**src/rtl/tcmon_pkg.sv**
```systemverilog
package tcmon_pkg;
  localparam int ST_W        = 8;
  localparam int BIT_LOSS    = 0;
  localparam int BIT_LOSSCLR = 1;
  localparam int BIT_MFRAME  = 2;
  localparam int BIT_ALIGN   = 3;
  localparam int BIT_SF72    = 4;
  localparam int BIT_SLIP    = 5;
  localparam int BIT_EMPTY   = 6;
  localparam int BIT_FULL    = 7;

  typedef struct packed {
    logic es_full;
    logic es_empty;
    logic sf72;
    logic align;
    logic mframe;
    logic loss_set;
    logic loss_clr;
  } tcm_events_t;

  // Map event pulses onto the status bit positions.
  function automatic logic [ST_W-1:0] tcm_set_vector(input tcm_events_t ev);
    logic [ST_W-1:0] v;
    v = '0;
    v[BIT_FULL]    = ev.es_full;
    v[BIT_EMPTY]   = ev.es_empty;
    v[BIT_SLIP]    = ev.es_full | ev.es_empty;
    v[BIT_SF72]    = ev.sf72;
    v[BIT_ALIGN]   = ev.align;
    v[BIT_MFRAME]  = ev.mframe;
    v[BIT_LOSSCLR] = ev.loss_clr;
    v[BIT_LOSS]    = ev.loss_set;
    return v;
  endfunction

  // True when one more quiet cycle reaches the limit.
  function automatic logic tcm_limit_hit(input logic [31:0] cnt, input logic [31:0] lim);
    return ({1'b0, cnt} + 33'd1) >= {1'b0, lim};
  endfunction
endpackage

```
**src/rtl/tcmon_sync.sv**
```systemverilog
module tcmon_sync (
  input  logic clk,
  input  logic rst_n,
  input  logic async_in,
  output logic edge_o
);
  logic s1_q, s2_q, s3_q;

  always_ff @(posedge clk or negedge rst_n) begin
    if (!rst_n) begin
      s1_q <= 1'b0;
      s2_q <= 1'b0;
      s3_q <= 1'b0;
    end else begin
      s1_q <= async_in;
      s2_q <= s1_q;
      s3_q <= s2_q;
    end
  end

  assign edge_o = s2_q ^ s3_q;
endmodule

```
**src/rtl/tcmon_loss_det.sv**
```systemverilog
module tcmon_loss_det #(
  parameter int CNT_W = 16
) (
  input  logic             clk,
  input  logic             rst_n,
  input  logic             edge_i,
  input  logic [CNT_W-1:0] limit_i,
  output logic             lost_o,
  output logic             loss_set_o,
  output logic             loss_clr_o
);
  import tcmon_pkg::*;

  logic [CNT_W-1:0] cnt_q;
  logic             lost_q;
  logic             hit_w;

  assign hit_w      = tcm_limit_hit(32'(cnt_q), 32'(limit_i));
  assign loss_set_o = !edge_i && !lost_q && hit_w;
  assign loss_clr_o = edge_i && lost_q;
  assign lost_o     = lost_q;

  always_ff @(posedge clk or negedge rst_n) begin
    if (!rst_n) begin
      cnt_q  <= '0;
      lost_q <= 1'b0;
    end else if (edge_i) begin
      cnt_q  <= '0;
      lost_q <= 1'b0;
    end else begin
      if (cnt_q < limit_i) cnt_q <= cnt_q + 1'b1;
      if (loss_set_o) lost_q <= 1'b1;
    end
  end

  // a seen transition always withdraws the loss
  p_edge_clears_r2: assert property (@(posedge clk) disable iff (!rst_n)
    edge_i |=> !lost_q);

  // loss only starts in a quiet cycle
  p_rise_quiet_r2: assert property (@(posedge clk) disable iff (!rst_n)
    $rose(lost_q) |-> $past(!edge_i));

  // loss ends only on a transition
  p_fall_edge_r3: assert property (@(posedge clk) disable iff (!rst_n)
    $fell(lost_q) |-> $past(edge_i));
endmodule

```
**src/rtl/tcmon_status.sv**
```systemverilog
module tcmon_status (
  input  logic                      clk,
  input  logic                      rst_n,
  input  tcmon_pkg::tcm_events_t    ev_i,
  input  logic                      clr_we_i,
  input  logic [tcmon_pkg::ST_W-1:0] clr_data_i,
  input  logic [tcmon_pkg::ST_W-1:0] mask_i,
  output logic [tcmon_pkg::ST_W-1:0] status_o,
  output logic                      irq_n_o
);
  import tcmon_pkg::*;

  logic [ST_W-1:0] set_w;
  logic [ST_W-1:0] clr_w;
  logic [ST_W-1:0] st_q;

  assign set_w = tcm_set_vector(ev_i);
  assign clr_w = clr_we_i ? clr_data_i : '0;

  for (genvar i = 0; i < ST_W; i++) begin : g_bit
    always_ff @(posedge clk or negedge rst_n) begin
      if (!rst_n)        st_q[i] <= 1'b0;
      else if (set_w[i]) st_q[i] <= 1'b1;
      else if (clr_w[i]) st_q[i] <= 1'b0;
    end
  end

  assign status_o = st_q;
  assign irq_n_o  = ~|(st_q & mask_i);

  // every set request is present in the next state
  p_set_wins_r9: assert property (@(posedge clk) disable iff (!rst_n)
    1'b1 |=> (($past(set_w) & ~st_q) == '0));

  // bits without a clear request never drop
  p_sticky_r10: assert property (@(posedge clk) disable iff (!rst_n)
    1'b1 |=> ((($past(st_q) & ~$past(clr_w)) & ~st_q) == '0));

  // either elastic store event leaves the slip bit set
  p_slip_r7: assert property (@(posedge clk) disable iff (!rst_n)
    (ev_i.es_full || ev_i.es_empty) |=> st_q[BIT_SLIP]);
endmodule

```
**src/rtl/txclk_loss_monitor.sv**
```systemverilog
module txclk_loss_monitor #(
  parameter int CNT_W = 16
) (
  input  logic             clk,
  input  logic             rst_n,
  input  logic             tx_clk_in,
  input  logic [CNT_W-1:0] loss_limit,
  input  logic             los_pin_en,
  input  logic             ev_es_full,
  input  logic             ev_es_empty,
  input  logic             ev_sf72,
  input  logic             ev_align,
  input  logic             ev_mframe,
  input  logic             host_clr_we,
  input  logic [7:0]       host_clr_data,
  input  logic [7:0]       irq_mask,
  output logic [7:0]       status,
  output logic             los_pin,
  output logic             irq_n
);
  import tcmon_pkg::*;

  logic        edge_w;
  logic        lost_w;
  logic        loss_set_w;
  logic        loss_clr_w;
  tcm_events_t ev_w;

  tcmon_sync u_sync (
    .clk      (clk),
    .rst_n    (rst_n),
    .async_in (tx_clk_in),
    .edge_o   (edge_w)
  );

  tcmon_loss_det #(.CNT_W(CNT_W)) u_det (
    .clk        (clk),
    .rst_n      (rst_n),
    .edge_i     (edge_w),
    .limit_i    (loss_limit),
    .lost_o     (lost_w),
    .loss_set_o (loss_set_w),
    .loss_clr_o (loss_clr_w)
  );

  always_comb begin
    ev_w.es_full  = ev_es_full;
    ev_w.es_empty = ev_es_empty;
    ev_w.sf72     = ev_sf72;
    ev_w.align    = ev_align;
    ev_w.mframe   = ev_mframe;
    ev_w.loss_set = loss_set_w;
    ev_w.loss_clr = loss_clr_w;
  end

  tcmon_status u_stat (
    .clk        (clk),
    .rst_n      (rst_n),
    .ev_i       (ev_w),
    .clr_we_i   (host_clr_we),
    .clr_data_i (host_clr_data),
    .mask_i     (irq_mask),
    .status_o   (status),
    .irq_n_o    (irq_n)
  );

  assign los_pin = lost_w & los_pin_en;

  // the loss bit is latched on the edge the condition starts
  p_loss_bit_r2: assert property (@(posedge clk) disable iff (!rst_n)
    $rose(lost_w) |-> status[BIT_LOSS]);

  // the cleared bit is latched on the edge the condition ends
  p_clear_bit_r3: assert property (@(posedge clk) disable iff (!rst_n)
    $fell(lost_w) |-> status[BIT_LOSSCLR]);
endmodule

```
**config.mk**
```make
export PLATFORM = sky130hd
export DESIGN_NAME = txclk_loss_monitor
export DESIGN_NICKNAME = d
export VERILOG_FILES = /design/src/rtl/tcmon_pkg.sv /design/src/rtl/tcmon_sync.sv /design/src/rtl/tcmon_loss_det.sv /design/src/rtl/tcmon_status.sv /design/src/rtl/txclk_loss_monitor.sv
export SDC_FILE = /design/constraint.sdc
export NUM_CORES = 1
export LEC_CHECK = 0
export CAP_MARGIN = 20
export CORE_ASPECT_RATIO = 1.5
export CORE_MARGIN = 1
export CORE_UTILIZATION = 30
export CTS_CLUSTER_DIAMETER = 50
export DETAILED_ROUTE_END_ITERATION = 8
export PLACE_DENSITY = 0.62
export SYNTH_ARGS = -nofsm -noshare
export SYNTH_HDL_FRONTEND = slang
export SYNTH_SLANG_ARGS = --single-unit
```
**constraint.sdc**
```tcl
create_clock -name clk -period 3.6 [get_ports clk]
set_input_delay 0.72 -clock clk [delete_from_list [all_inputs] [get_ports clk]]
set_output_delay 0.72 -clock clk [all_outputs]
set_load 0.01 [all_outputs]
```
==> summary.txt <==
Clock tree
  – CTS H-tree lvls: 1
  – # hold bufs at CTS: 0
  – Setup bufs post-CTS: 0
  – Reg clk slew, reported paths: 0.10 ns
  – CTS buffer count: 3
  – Resize count post-CTS: 0
  – CTS tree: built
  – CTS max path bufs: 2
  – Clock tree root buffer cell: clkbuf_8
  – Worst-skew pair later-pin latency: about 0.28 ns
  – Sink Count: 28

Critical path
  – Element type at the critical path end: flop
  – Critical Path Max Stage Delay: approximately 0.55 ns
  – Critical path required time: 3.83 ns
  – Reg2reg start: u_det.cnt_q[6]
  – Arrival time worst endpoint: 3.25 ns
  – Cell Chain, Critical Path: and4_4 -> nand3_4 -> or4_4 -> xnor2_1 -> ha_1 -> nand3_1 -> or3_1 -> a211o_1 -> nand4_1 -> a22o_1
  – Buffer and inverter count on the worst path: 0
  – Worst R2R End: u_stat.status_o[0]
  – Crit. path cell count: 10
  – Worst R2R Path Depth: 10
  – Crit-path leading delay family: simple AND/OR/NAND/NOR gates
  – CP Max Fanout: 8
  – CP startpoint kind: flop
  – Worst setup endpoint: u_stat.status_o[0]
  – Kind of critical path: flop to flop
  – Launch point of the worst path: u_det.cnt_q[6]
  – CP max-delay cell: or4_4
  – R2r setup slk: slightly below 0.6 ns

Drt
  – Post-route ant nets: 0
  – Total Wirelength: between 5000 and 6000 um
  – Drt pass-1 iters: 4
  – DRC: 0
  – Iteration-0 DRC Markers: 41
  – Post-DR wirelength/cell: approximately 14 um
  – Vias/cell: approximately 5.2
  – Vias: ~2.0k

STA
  – Tcrit/Tclk final: 84.0%
  – Rel. slew slack: between 40 and 50%
  – Hold slack: 0.361 ns
  – Clk_skew: slightly below 0.003 ns
  – RSZ-0062 raised after global routing: no
  – Slew Viols, Final: 0
  – Fin. Hold Viols: 0
  – TNS Setup: 0 ns
  – Maximum clock frequency: around 330 MHz
  – Minimum clock period: just over 3 ns
  – Final worst slack: approximately 0.58 ns
  – Worst-Margin Slew: slightly below 0.8 ns
  – Final setup viols: 0

Synth
  – Post-synthesis sequential area ratio: roughly 32%
  – Top_reg_cell synth: dfrtp_1
  – Synth Register Bits: 28
  – Avg Inst Size Synth: 8.95 um^2
  – YS warnings: 0
  – Post-Syn Area: roughly 2200 um^2
  – Ys async rst share: 100%
  – Net Count, Synth: 319
  – Syn Inst Count: around 240
  – Post-synth EDFFs: 0
  – Netlist cell types: 40

GRT
  – Global-route wire length before repair: roughly 9000 um
  – Initial antenna violation count: 0
  – Vias in the first global route: 2098
  – Pin count of the biggest net entering global routing: 29
  – GRT Total Usage: around 15%
  – Total grt overflow: 0

Hold path
  – Hold Path Class: flop to flop

Floorplanning
  – Row count: 37
  – Starting Density: 31.5%
  – Ports: 52
  – Die Width: 71.7 um
  – Core Region: slightly below 7000 um^2
  – Die Ht: between 100 and 150 um
  – Die area: 7630 um^2

Layout
  – Antenna fix cells: 0
  – Layout cells sized above 1: 5.72%
  – Filler Cell Count: between 700 and 800
  – Nets@finish: between 300 and 400
  – Synthesis-to-finish area growth: 30.4%
  – Non-Filler Instances: 375

Power
  – Pint: 0.506 mW
  – Peak VDD IR: 0.189 mV
  – Combinational Power Share: roughly a fifth
  – NetSw: 0.185 mW
  – Net Sw Frac: approximately 27%
  – Clk pwr share: between 20% and 30%
  – Total Power: a little under 0.7 mW
  – Leakage: about 1.3 nW
  – PD cells: between 200 and 250 nW/um^2
  – Flop pwr share: between 40% and 50%

Place
  – DP Wirelength: between 4000 and 5000 um
  – Placer Congestion: roughly 0.80
  – Post-placement cell count: roughly 370
  – Pre-CTS WS: ~0.37 ns
  – PortBufs: slightly above 50

Run
  – MaxCap Viol Count: 0

Outcome
  – Status: finished clean
==> per-layer routing <==
layer | GRT usage [%] | share of wire [%]
met1 | 15.7 | 42
met5 | 0 | 0
met2 | 28.0 | 51
met3 | 2.09 | 3.9
met4 | 5.46 | 2.5
==> power by group through the flow <==
stage          Combinational, mW  Clock (mW)  Sequential [mW]
2_1_floorplan             0.0650           0            0.344
3_3_place_gp               0.147           0            0.345
3_5_place_dp               0.150           0            0.346
4_1_cts                    0.151       0.209            0.339
5_1_grt                    0.167       0.218            0.341
6_report                   0.148       0.204            0.340
==> sequential cells by signal (all words and copies together), names as in the netlist <==
register and flops:
u_det.cnt_q 16, u_stat.status_o 8, u_det.lost_o 1, u_sync.s1_q 1
u_sync.s2_q 1, u_sync.s3_q 1
==> how the worst min path moves through the flow <==
| stage | startpoint | end | slack [ns] | depth (start not counted) |
|---|---|---|---|---|
| 3_5_place_dp | u_sync.s1_q | u_sync.s2_q | 0.34 | 0 |
| 4_1_cts | u_sync.s1_q | u_sync.s2_q | 0.36 | 0 |
| 5_1_grt | u_sync.s1_q | u_sync.s2_q | 0.38 | 0 |
| 3_3_place_gp | u_sync.s1_q | u_sync.s2_q | 0.34 | 0 |
| 6_report | u_sync.s1_q | u_sync.s2_q | 0.36 | 0 |
| 2_1_floorplan | u_sync.s1_q | u_sync.s2_q | 0.33 | 0 |
==> stage by stage <==
| step | util, % | instance area (um^2) |
|---|---|---|
| floorplan | - | 2180 |
| global placement | 40.2 | 2790 |
| detailed placement | 40.2 | 2790 |
| CTS | 41.0 | 2850 |
| global route | 41.0 | 2850 |
| finish | 41.0 | 2850 |
==> Yosys cell counts (all sizes together) (2+ instances only) <==
library cell	n	area, um^2
dfrtp	28	701
nand4	3	18.8
nand2	28	105
a21oi	24	120
nand2b	2	12.5
ha	33	413
nand3	10	67.6
xnor2	13	114
inv	17	63.8
xor2	4	35.0
and4	2	20.0
o31ai	3	22.5
o211ai	3	22.5
o2111ai	2	17.5
nor2	9	33.8
o21ai	14	70.1
a21o	10	75.1
or4	6	51.3
and3	2	12.5
a22o	2	17.5
buf	3	17.5
a211o	2	17.5
or3	10	63.8
a22oi	4	30.0
clkbuf	2	7.51
==> kinds of logic (layout without fill, tap and decap cells) <==
kind of cell	count (synthesis)	in the layout	synth area share, %
and+or+nand+nor	76	76	18.7
AOI/OAI and AO/OA	67	67	19.0
adders and majority gates	33	33	18.9
DFF	28	28	32.1
buffers and inverters	23	76	4.47
xor gates and xnor gates	17	17	6.82
==> cell usage in the layout, fill, tap and decap left out, drive strengths merged, types with 2 or more instances in the layout <==
| cell type | count |
|---|---|
| clkdlybuf4s50 | 51 |
| ha | 33 |
| nand2 | 28 |
| dfrtp | 28 |
| a21oi | 24 |
| inv | 17 |
| o21ai | 14 |
| xnor2 | 13 |
| a21o | 10 |
| or3 | 10 |
| nand3 | 10 |
| nor2 | 9 |
| or4 | 6 |
| xor2 | 4 |
| a22oi | 4 |
| clkbuf | 4 |
| buf | 4 |
| nand4 | 3 |
| o211ai | 3 |
| o31ai | 3 |
| and3 | 2 |
| o2111ai | 2 |
| nand2b | 2 |
| a211o | 2 |
| a22o | 2 |
| and4 | 2 |
==> layout make-up <==
| class | count | area (um^2) | share of cell area [%] |
|---|---|---|---|
| Tap cell | 78 | 97.6 | 3.43 |
| Clock buffer | 4 | 55.1 | 1.93 |
| Multi-Input combinational cell | 193 | 1390 | 48.8 |
| Sequential cell | 28 | 701 | 24.6 |
| Inverter | 17 | 63.8 | 2.24 |
| Timing Repair Buffer | 55 | 541 | 19.0 |
No activity file was read; power rests on OpenSTA's default activity.
